$ cat config.mk
export PLATFORM = sky130hd
export DESIGN_NAME = pkt_xfer_seq
export DESIGN_NICKNAME = d
export VERILOG_FILES = /design/src/rtl/pxs_pkg.sv /design/src/rtl/pxs_cfg_check.sv /design/src/rtl/pxs_chunk.sv /design/src/rtl/pxs_req_track.sv /design/src/rtl/pkt_xfer_seq.sv
export SDC_FILE = /design/constraint.sdc
export NUM_CORES = 1
export LEC_CHECK = 0
export BUFFER_PORTS_ARGS = -buffer_cell sky130_fd_sc_hd__buf_4
export CAP_MARGIN = 20
export CORE_MARGIN = 3
export CORE_UTILIZATION = 43
export CTS_CLUSTER_SIZE = 8
export DETAILED_ROUTE_END_ITERATION = 8
export GPL_TIMING_DRIVEN = 0
export HOLD_SLACK_MARGIN = 0.05
export PLACE_DENSITY = 0.6
export SETUP_SLACK_MARGIN = 0.02
export SLEW_MARGIN = 10
export SYNTH_ARGS = -nofsm -noshare
export SYNTH_HDL_FRONTEND = slang
export SYNTH_SLANG_ARGS = --single-unit
$ cat constraint.sdc
create_clock -name clk -period 6.1 [get_ports clk]
set_clock_uncertainty 0.1 [all_clocks]
set_input_delay 0.305 -clock clk [delete_from_list [all_inputs] [get_ports clk]]
set_output_delay 0.305 -clock clk [all_outputs]
set_load 0.03 [all_outputs]
$ cat src/rtl/pxs_pkg.sv
package pxs_pkg;

  typedef enum logic [1:0] {
    ST_IDLE  = 2'd0,
    ST_WAIT  = 2'd1,
    ST_ISSUE = 2'd2
  } pxs_state_e;

  localparam logic [1:0] SIZE_CODE_MAX = 2'd2;

endpackage

$ cat src/rtl/pxs_cfg_check.sv
module pxs_cfg_check #(
  parameter int CNT_W     = 16,
  parameter int BL_W      = 5,
  parameter int MAX_BURST = 16
) (
  input  logic [CNT_W-1:0] frame_elems,
  input  logic [CNT_W-1:0] block_frames,
  input  logic [1:0]       elem_size,
  input  logic [CNT_W-1:0] pkt_elems,
  input  logic [BL_W-1:0]  burst_len,
  input  logic             frame_sync,
  input  logic             block_sync,
  output logic             cfg_ok
);

  localparam logic [BL_W-1:0] BURST_CAP = BL_W'(MAX_BURST);

  logic counts_ok;
  logic burst_ok;
  logic size_ok;
  logic mode_ok;

  always_comb begin
    counts_ok = (frame_elems != '0) && (block_frames != '0) && (pkt_elems != '0);
    burst_ok  = (burst_len != '0) && (burst_len <= BURST_CAP);
    size_ok   = (elem_size <= pxs_pkg::SIZE_CODE_MAX);
    mode_ok   = frame_sync && block_sync;
    cfg_ok    = counts_ok && burst_ok && size_ok && mode_ok;
  end

endmodule

$ cat src/rtl/pxs_chunk.sv
module pxs_chunk #(
  parameter int CNT_W = 16,
  parameter int BL_W  = 5,
  parameter int BLK_W = 32
) (
  input  logic [CNT_W-1:0] pkt_size,
  input  logic [BLK_W-1:0] block_left,
  input  logic [CNT_W-1:0] pkt_left,
  input  logic [BL_W-1:0]  burst_len,
  output logic [CNT_W-1:0] next_pkt_len,
  output logic [BL_W-1:0]  beats,
  output logic             pkt_last,
  output logic             blk_last
);

  logic [CNT_W-1:0] burst_ext;
  logic [BLK_W-1:0] pkt_size_ext;

  always_comb begin
    burst_ext    = CNT_W'(burst_len);
    pkt_size_ext = BLK_W'(pkt_size);
    // a short final packet takes only what is left of the block
    if (block_left < pkt_size_ext) begin
      next_pkt_len = block_left[CNT_W-1:0];
    end else begin
      next_pkt_len = pkt_size;
    end
    // a burst is clipped at the packet edge
    if (pkt_left < burst_ext) begin
      beats = pkt_left[BL_W-1:0];
    end else begin
      beats = burst_len;
    end
    pkt_last = (CNT_W'(beats) == pkt_left);
    blk_last = (BLK_W'(beats) == block_left);
  end

endmodule

$ cat src/rtl/pxs_req_track.sv
module pxs_req_track (
  input  logic clk,
  input  logic rst_n,
  input  logic idle,
  input  logic waiting,
  input  logic in_packet,
  input  logic req,
  output logic start_pkt,
  output logic ovf
);

  logic pend_q, pend_d;
  logic ovf_q, ovf_d;

  always_comb begin
    start_pkt = waiting && (pend_q || req);
    pend_d    = pend_q;
    ovf_d     = 1'b0;
    if (idle) begin
      pend_d = 1'b0;
    end else if (waiting) begin
      // held request is consumed first; a fresh one takes its slot
      pend_d = pend_q && req;
    end else if (in_packet && req) begin
      pend_d = 1'b1;
      ovf_d  = pend_q;
    end
  end

  always_ff @(posedge clk or negedge rst_n) begin
    if (!rst_n) begin
      pend_q <= 1'b0;
      ovf_q  <= 1'b0;
    end else begin
      pend_q <= pend_d;
      ovf_q  <= ovf_d;
    end
  end

  assign ovf = ovf_q;

  p_ovf_needs_pending_r9: assert property (@(posedge clk) disable iff (!rst_n)
    ovf_q |-> $past(pend_q));

  p_idle_no_pending_r10: assert property (@(posedge clk) disable iff (!rst_n)
    $past(idle) |-> !pend_q);

endmodule

$ cat src/rtl/pkt_xfer_seq.sv
module pkt_xfer_seq #(
  parameter int CNT_W     = 16,
  parameter int MAX_BURST = 16,
  parameter int ADDR_W    = 32,
  parameter int BL_W      = $clog2(MAX_BURST + 1)
) (
  input  logic              clk,
  input  logic              rst_n,
  input  logic              start,
  input  logic [CNT_W-1:0]  cfg_frame_elems,
  input  logic [CNT_W-1:0]  cfg_block_frames,
  input  logic [1:0]        cfg_elem_size,
  input  logic [CNT_W-1:0]  cfg_pkt_elems,
  input  logic [BL_W-1:0]   cfg_burst_len,
  input  logic              cfg_frame_sync,
  input  logic              cfg_block_sync,
  input  logic              cfg_pkt_on_dst,
  input  logic [ADDR_W-1:0] cfg_src_base,
  input  logic [ADDR_W-1:0] cfg_dst_base,
  input  logic              req,
  output logic              cmd_valid,
  input  logic              cmd_ready,
  output logic [ADDR_W-1:0] cmd_rd_addr,
  output logic [ADDR_W-1:0] cmd_wr_addr,
  output logic [BL_W-1:0]   cmd_beats,
  output logic              pkt_done,
  output logic              blk_done,
  output logic              ovf_err,
  output logic              cfg_err,
  output logic              busy
);

  import pxs_pkg::*;

  localparam int BLK_W = 2 * CNT_W;

  pxs_state_e        state_q, state_d;
  logic [BLK_W-1:0]  blk_left_q, blk_left_d;
  logic [CNT_W-1:0]  pkt_left_q, pkt_left_d;
  logic [CNT_W-1:0]  pkt_size_q, pkt_size_d;
  logic [BL_W-1:0]   burst_q, burst_d;
  logic [1:0]        size_q, size_d;
  logic              side_q, side_d;
  logic [ADDR_W-1:0] rd_q, rd_d;
  logic [ADDR_W-1:0] wr_q, wr_d;
  logic              eop_q, eop_d;
  logic              eob_q, eob_d;
  logic              cerr_q, cerr_d;

  logic              cfg_ok;
  logic              start_pkt;
  logic [CNT_W-1:0]  next_pkt_len;
  logic [BL_W-1:0]   beats;
  logic              pkt_last;
  logic              blk_last;
  logic              accept;
  logic [ADDR_W-1:0] step;
  logic [BLK_W-1:0]  blk_total;

  pxs_cfg_check #(
    .CNT_W     (CNT_W),
    .BL_W      (BL_W),
    .MAX_BURST (MAX_BURST)
  ) u_cfg (
    .frame_elems  (cfg_frame_elems),
    .block_frames (cfg_block_frames),
    .elem_size    (cfg_elem_size),
    .pkt_elems    (cfg_pkt_elems),
    .burst_len    (cfg_burst_len),
    .frame_sync   (cfg_frame_sync),
    .block_sync   (cfg_block_sync),
    .cfg_ok       (cfg_ok)
  );

  pxs_chunk #(
    .CNT_W (CNT_W),
    .BL_W  (BL_W),
    .BLK_W (BLK_W)
  ) u_chunk (
    .pkt_size     (pkt_size_q),
    .block_left   (blk_left_q),
    .pkt_left     (pkt_left_q),
    .burst_len    (burst_q),
    .next_pkt_len (next_pkt_len),
    .beats        (beats),
    .pkt_last     (pkt_last),
    .blk_last     (blk_last)
  );

  pxs_req_track u_req (
    .clk       (clk),
    .rst_n     (rst_n),
    .idle      (state_q == ST_IDLE),
    .waiting   (state_q == ST_WAIT),
    .in_packet (state_q == ST_ISSUE),
    .req       (req),
    .start_pkt (start_pkt),
    .ovf       (ovf_err)
  );

  always_comb begin
    cmd_valid = (state_q == ST_ISSUE);
    accept    = cmd_valid && cmd_ready;
    step      = ADDR_W'(beats) << size_q;
    blk_total = BLK_W'(cfg_block_frames) * BLK_W'(cfg_frame_elems);
  end

  // next-state process
  always_comb begin
    state_d    = state_q;
    blk_left_d = blk_left_q;
    pkt_left_d = pkt_left_q;
    pkt_size_d = pkt_size_q;
    burst_d    = burst_q;
    size_d     = size_q;
    side_d     = side_q;
    rd_d       = rd_q;
    wr_d       = wr_q;
    eop_d      = 1'b0;
    eob_d      = 1'b0;
    cerr_d     = 1'b0;
    unique case (state_q)
      ST_IDLE: begin
        if (start) begin
          if (cfg_ok) begin
            state_d    = ST_WAIT;
            blk_left_d = blk_total;
            pkt_left_d = '0;
            pkt_size_d = cfg_pkt_elems;
            burst_d    = cfg_burst_len;
            size_d     = cfg_elem_size;
            side_d     = cfg_pkt_on_dst;
            rd_d       = cfg_src_base;
            wr_d       = cfg_dst_base;
          end else begin
            cerr_d = 1'b1;
          end
        end
      end
      ST_WAIT: begin
        if (start_pkt) begin
          state_d    = ST_ISSUE;
          pkt_left_d = next_pkt_len;
        end
      end
      ST_ISSUE: begin
        if (accept) begin
          pkt_left_d = pkt_left_q - CNT_W'(beats);
          blk_left_d = blk_left_q - BLK_W'(beats);
          if (side_q) begin
            rd_d = rd_q + step;
          end else begin
            wr_d = wr_q + step;
          end
          eop_d = pkt_last;
          eob_d = blk_last;
          if (blk_last) begin
            state_d = ST_IDLE;
          end else if (pkt_last) begin
            state_d = ST_WAIT;
          end
        end
      end
      default: state_d = ST_IDLE;
    endcase
  end

  // register process
  always_ff @(posedge clk or negedge rst_n) begin
    if (!rst_n) begin
      state_q    <= ST_IDLE;
      blk_left_q <= '0;
      pkt_left_q <= '0;
      pkt_size_q <= '0;
      burst_q    <= '0;
      size_q     <= '0;
      side_q     <= 1'b0;
      rd_q       <= '0;
      wr_q       <= '0;
      eop_q      <= 1'b0;
      eob_q      <= 1'b0;
      cerr_q     <= 1'b0;
    end else begin
      state_q    <= state_d;
      blk_left_q <= blk_left_d;
      pkt_left_q <= pkt_left_d;
      pkt_size_q <= pkt_size_d;
      burst_q    <= burst_d;
      size_q     <= size_d;
      side_q     <= side_d;
      rd_q       <= rd_d;
      wr_q       <= wr_d;
      eop_q      <= eop_d;
      eob_q      <= eob_d;
      cerr_q     <= cerr_d;
    end
  end

  assign cmd_rd_addr = rd_q;
  assign cmd_wr_addr = wr_q;
  assign cmd_beats   = beats;
  assign pkt_done    = eop_q;
  assign blk_done    = eob_q;
  assign cfg_err     = cerr_q;
  assign busy        = (state_q != ST_IDLE);

  p_cfg_err_stays_idle_r1: assert property (@(posedge clk) disable iff (!rst_n)
    cfg_err |-> !busy);

  p_block_drained_r2: assert property (@(posedge clk) disable iff (!rst_n)
    blk_done |-> (blk_left_q == '0));

  p_beats_in_packet_r4: assert property (@(posedge clk) disable iff (!rst_n)
    cmd_valid |-> (cmd_beats != '0) && (cmd_beats <= burst_q)
                  && (CNT_W'(cmd_beats) <= pkt_left_q));

  p_fixed_side_addr_r6: assert property (@(posedge clk) disable iff (!rst_n)
    (busy && $past(busy)) |-> (side_q ? $stable(wr_q) : $stable(rd_q)));

  p_hold_cmd_r7: assert property (@(posedge clk) disable iff (!rst_n)
    (cmd_valid && !cmd_ready) |=> cmd_valid && $stable(cmd_beats)
                                  && $stable(cmd_rd_addr) && $stable(cmd_wr_addr));

  p_eob_with_eop_r8: assert property (@(posedge clk) disable iff (!rst_n)
    blk_done |-> pkt_done);

  p_eop_single_r8: assert property (@(posedge clk) disable iff (!rst_n)
    pkt_done |=> !pkt_done);

  p_idle_after_block_r10: assert property (@(posedge clk) disable iff (!rst_n)
    blk_done |-> !busy);

endmodule

==> flow_summary.json <==
{
  "outcome": "finished clean",
  "yosys-top-cells-area": "fa_1 22%, dfrtp_1 20%, ha_1 10%",
  "cts.clk_slew.worst_paths_ps": 60,
  "arrival_ps": 6130,
  "clock-sinks": 143,
  "worst_pin_slew_ps": 1133,
  "drcViolationCount": 0,
  "drtIter0Drc": 1130,
  "h-tree-depth": 4,
  "max_stage_delay_ps": 560,
  "grt_pass1_wl_um": 90510,
  "whs_path_depth": 2,
  "synth_compound_area_share_pct": 14.81,
  "cts-root-buf": "clkbuf_16",
  "die_h_um": 212.1,
  "wire_per_inst_um": 19.36,
  "routabilityCongestion": 0.9226,
  "synthArstFlopShare_pct": 100.0,
  "std_cell_rows": 74,
  "synthTopCellsByCount": "285 x inv_1, 267 x nand2_1, 198 x fa_1, 153 x ha_1, 143 x dfrtp_1",
  "fmax_ghz": 0.1684,
  "synth_edf_count": 0,
  "yosys.area.top_type": "fa_1",
  "hold_violations": 0,
  "synth_cell_types": 71,
  "place_inst": 2867,
  "die-area_mm2": 0.04498,
  "finalMaxSlewViolations": 0,
  "die_width_um": 212.1,
  "rsz0062_at_grt": "true",
  "slowest_stage": "fa_1",
  "boundaryPins": 202,
  "setup_viol_count_final": 0,
  "syn_nets": 2614,
  "clock_latency_ps": 440,
  "critPathKind": "in2reg",
  "timing.rr.start": "pkt_left_q[9]",
  "synthCells": 2136,
  "vias_per_cell": 5.543,
  "yosys.area_share.adder_pct": 32.19,
  "syn_to_final_growth_pct": 18.42,
  "endpoint_kind": "flip-flop",
  "grt_overflow": 0,
  "drive_above_1_share_pct": 13.50,
  "reg2reg_slack_ps": 450,
  "ys_warn_count": 0,
  "synth.most_common_cell": "inv_1",
  "ys.flop_type": "dfrtp_1",
  "grt_max_degree": 88,
  "slew_headroom_pct": 23.48,
  "synth_seq_cells": 143,
  "synth_top_family_by_area": "adder cells",
  "hp-class": "in2reg",
  "finalCritPeriodShare_pct": 97.35,
  "cts_tree": "yes",
  "min_to": "cmd_rd_addr[13]",
  "reg2reg_depth": 16,
  "syn-cell-area_mm2": 0.01826,
  "cp_max_fo": 10,
  "core_area_mm2": 0.04139,
  "grt_pass1_vias": 16580,
  "firstDrtPassIters": 5,
  "holdCritStartpoint": "cfg_src_base[13]",
  "floorplan.initialDensity_pct": 44.12,
  "numCtsBuffers": 17,
  "grt_usage_pct": 25.54,
  "post-route-min-period_ps": 5938,
  "cp.required_ps": 6290,
  "yosys.area_share.simple_pct": 19.26,
  "syn_area_per_cell_um2": 8.549,
  "path_cells": "buf_4 > clkbuf_4 > and2_1 > fa_1 > inv_1 > fa_1 > inv_1 > fa_1 > fa_1 > fa_1 > inv_1 > fa_1 > inv_1 > ha_2 > a211oi_1 > nor2_1 > a311o_1 > a22o_1 > nor3_4 > o41ai_2 > xnor2_1 > o221ai_1",
  "clk_path_buf_depth": 2,
  "rr_endpoint": "cmd_wr_addr[31]",
  "drtAntennaViolNets": 0,
  "grt_antenna_before_repair": 1,
  "vias": 16214,
  "diodes": 0,
  "synth.area.mux_share_pct": 4.344,
  "synth.top_cell.area_share_pct": 21.71,
  "num-nets-final": 2860,
  "ys_seq_area_share_pct": 19.60,
  "fillers": 3883,
  "cp_common_cell": "fa_1",
  "postRouteWirelength_um": 56630,
  "startpoint_type": "input port",
  "max-cap-violations": 0,
  "port_buffers": 197,
  "fin_cells": 2925,
  "synthXorXnorAreaFrac_pct": 1.823,
  "dp_hpwl_um": 46110
}
-- how the worst max path moves through the flow --
stage	startpoint	endpoint	slack, ps	depth (start not counted)
after floorplan	cfg_frame_elems[8]	blk_left_q[31]	60	21
after global placement	cfg_block_frames[13]	blk_left_q[30]	-970	22
after detailed placement	cfg_block_frames[13]	blk_left_q[30]	-1010	22
after CTS	cfg_frame_elems[9]	blk_left_q[31]	40	23
after global routing	cfg_frame_elems[6]	blk_left_q[24]	-10	22
final	cfg_frame_elems[4]	blk_left_q[31]	160	22
-- repair_timing --
| item | CTS | global route |
|---|---|---|
| gates resized for setup | 34 | 51 |
| buffers inserted | 1 | 3 |
| pin swaps | 0 | 10 |
| hold buffers | 40 | 0 |
| setup endpoints to repair | 13 | 20 |
| endpoints found under the hold margin | 95 | 0 |
-- cells in the final DEF, fill, tap and decap left out, types with 9 or more instances in the layout --
cell and count:
clkbuf_4 12, o211ai_1 11, a21oi_1 130, nor4_1 21, inv_1 285, a22oi_1 15
buf_4 202, and2_1 130, or3_1 11, mux2i_1 60, a21o_1 28, nor3_1 38
a211oi_1 13, o21ai_0 113, clkbuf_1 55, xor2_1 13, dfrtp_1 143, nand2_1 267
nand4_1 21, nand3_1 49, or2_2 9, o221ai_1 13, and3_1 20, nor2b_1 16
xnor2_1 25, fa_1 198, nor2_1 74, clkbuf_16 17, o22ai_1 47, mux2_2 14
dlygate4sd3_1 40, o21a_1 9, ha_1 148
-- critical path, delay by kind of cell --
kind            cells  cell delay [ps]
fa+ha+maj           7             3420
simple gates        3              450
compound gates      5             1150
buf+inv             6              550
xor+xnor            1              240
-- sequential cells by signal, summed over array words and instances, names as in the netlist --
name / count
blk_left_q: 32
cmd_rd_addr: 32
cmd_wr_addr: 32
pkt_left_q: 16
pkt_size_q: 16
burst_q: 5
size_q: 2
state_q: 2
blk_done: 1
cfg_err: 1
pkt_done: 1
side_q: 1
u_req.ovf: 1
u_req.pend_q: 1
-- cell families after synthesis --
family / count (synthesis)
simple gates: 703
xor+xnor: 38
buf+inv: 386
mux: 77
compound gates: 438
flops: 143
fa+ha+maj: 351
-- per-stage QoR --
| step | instance area [um^2] | hold WS (ps) | worst slack (ps) | utilization [%] | setup TNS [ps] |
|---|---|---|---|---|---|
| 6_report | 21630 | 61.85 | 161.6 | 52.25 | 0 |
| 5_1_grt | 21630 | 52.41 | -12.92 | 52.25 | -12.92 |
| 4_1_cts | 21480 | 51.41 | 35.50 | 51.89 | 0 |
| 3_5_place_dp | 20460 | 175.1 | -1015 | 49.43 | -10800 |
| 3_3_place_gp | 20410 | 385.7 | -968.3 | 49.31 | -10130 |
| 2_1_floorplan | 18270 | -90.59 | 60.45 | - | 0 |
-- routing by layer --
metal	global-route usage, %	routed length (um)	vias to the layer above
met4	6.767	1200	0
met2	43.50	26970	515
li1	-	-	7702
met5	0	0	-
met3	2.804	2955	70
met1	34.82	25500	7927
-- final cells by class --
class                           count  area [um^2]  area share (%)
Clock inverter                      5        52.55          0.2430
Clock buffer                       25        525.5           2.430
Inverter                          286         1074           4.964
Timing Repair Buffer              244         1957           9.049
Multi-Input combinational cell   1607        13380           61.85
Buffer                             83        397.9           1.840
Tap cell                          532        665.6           3.078
Sequential cell                   143         3578           16.55
Power is left out: the tool's default activity adds up to more than one toggle a clock period on the data nets, which glitch-free logic cannot reach.
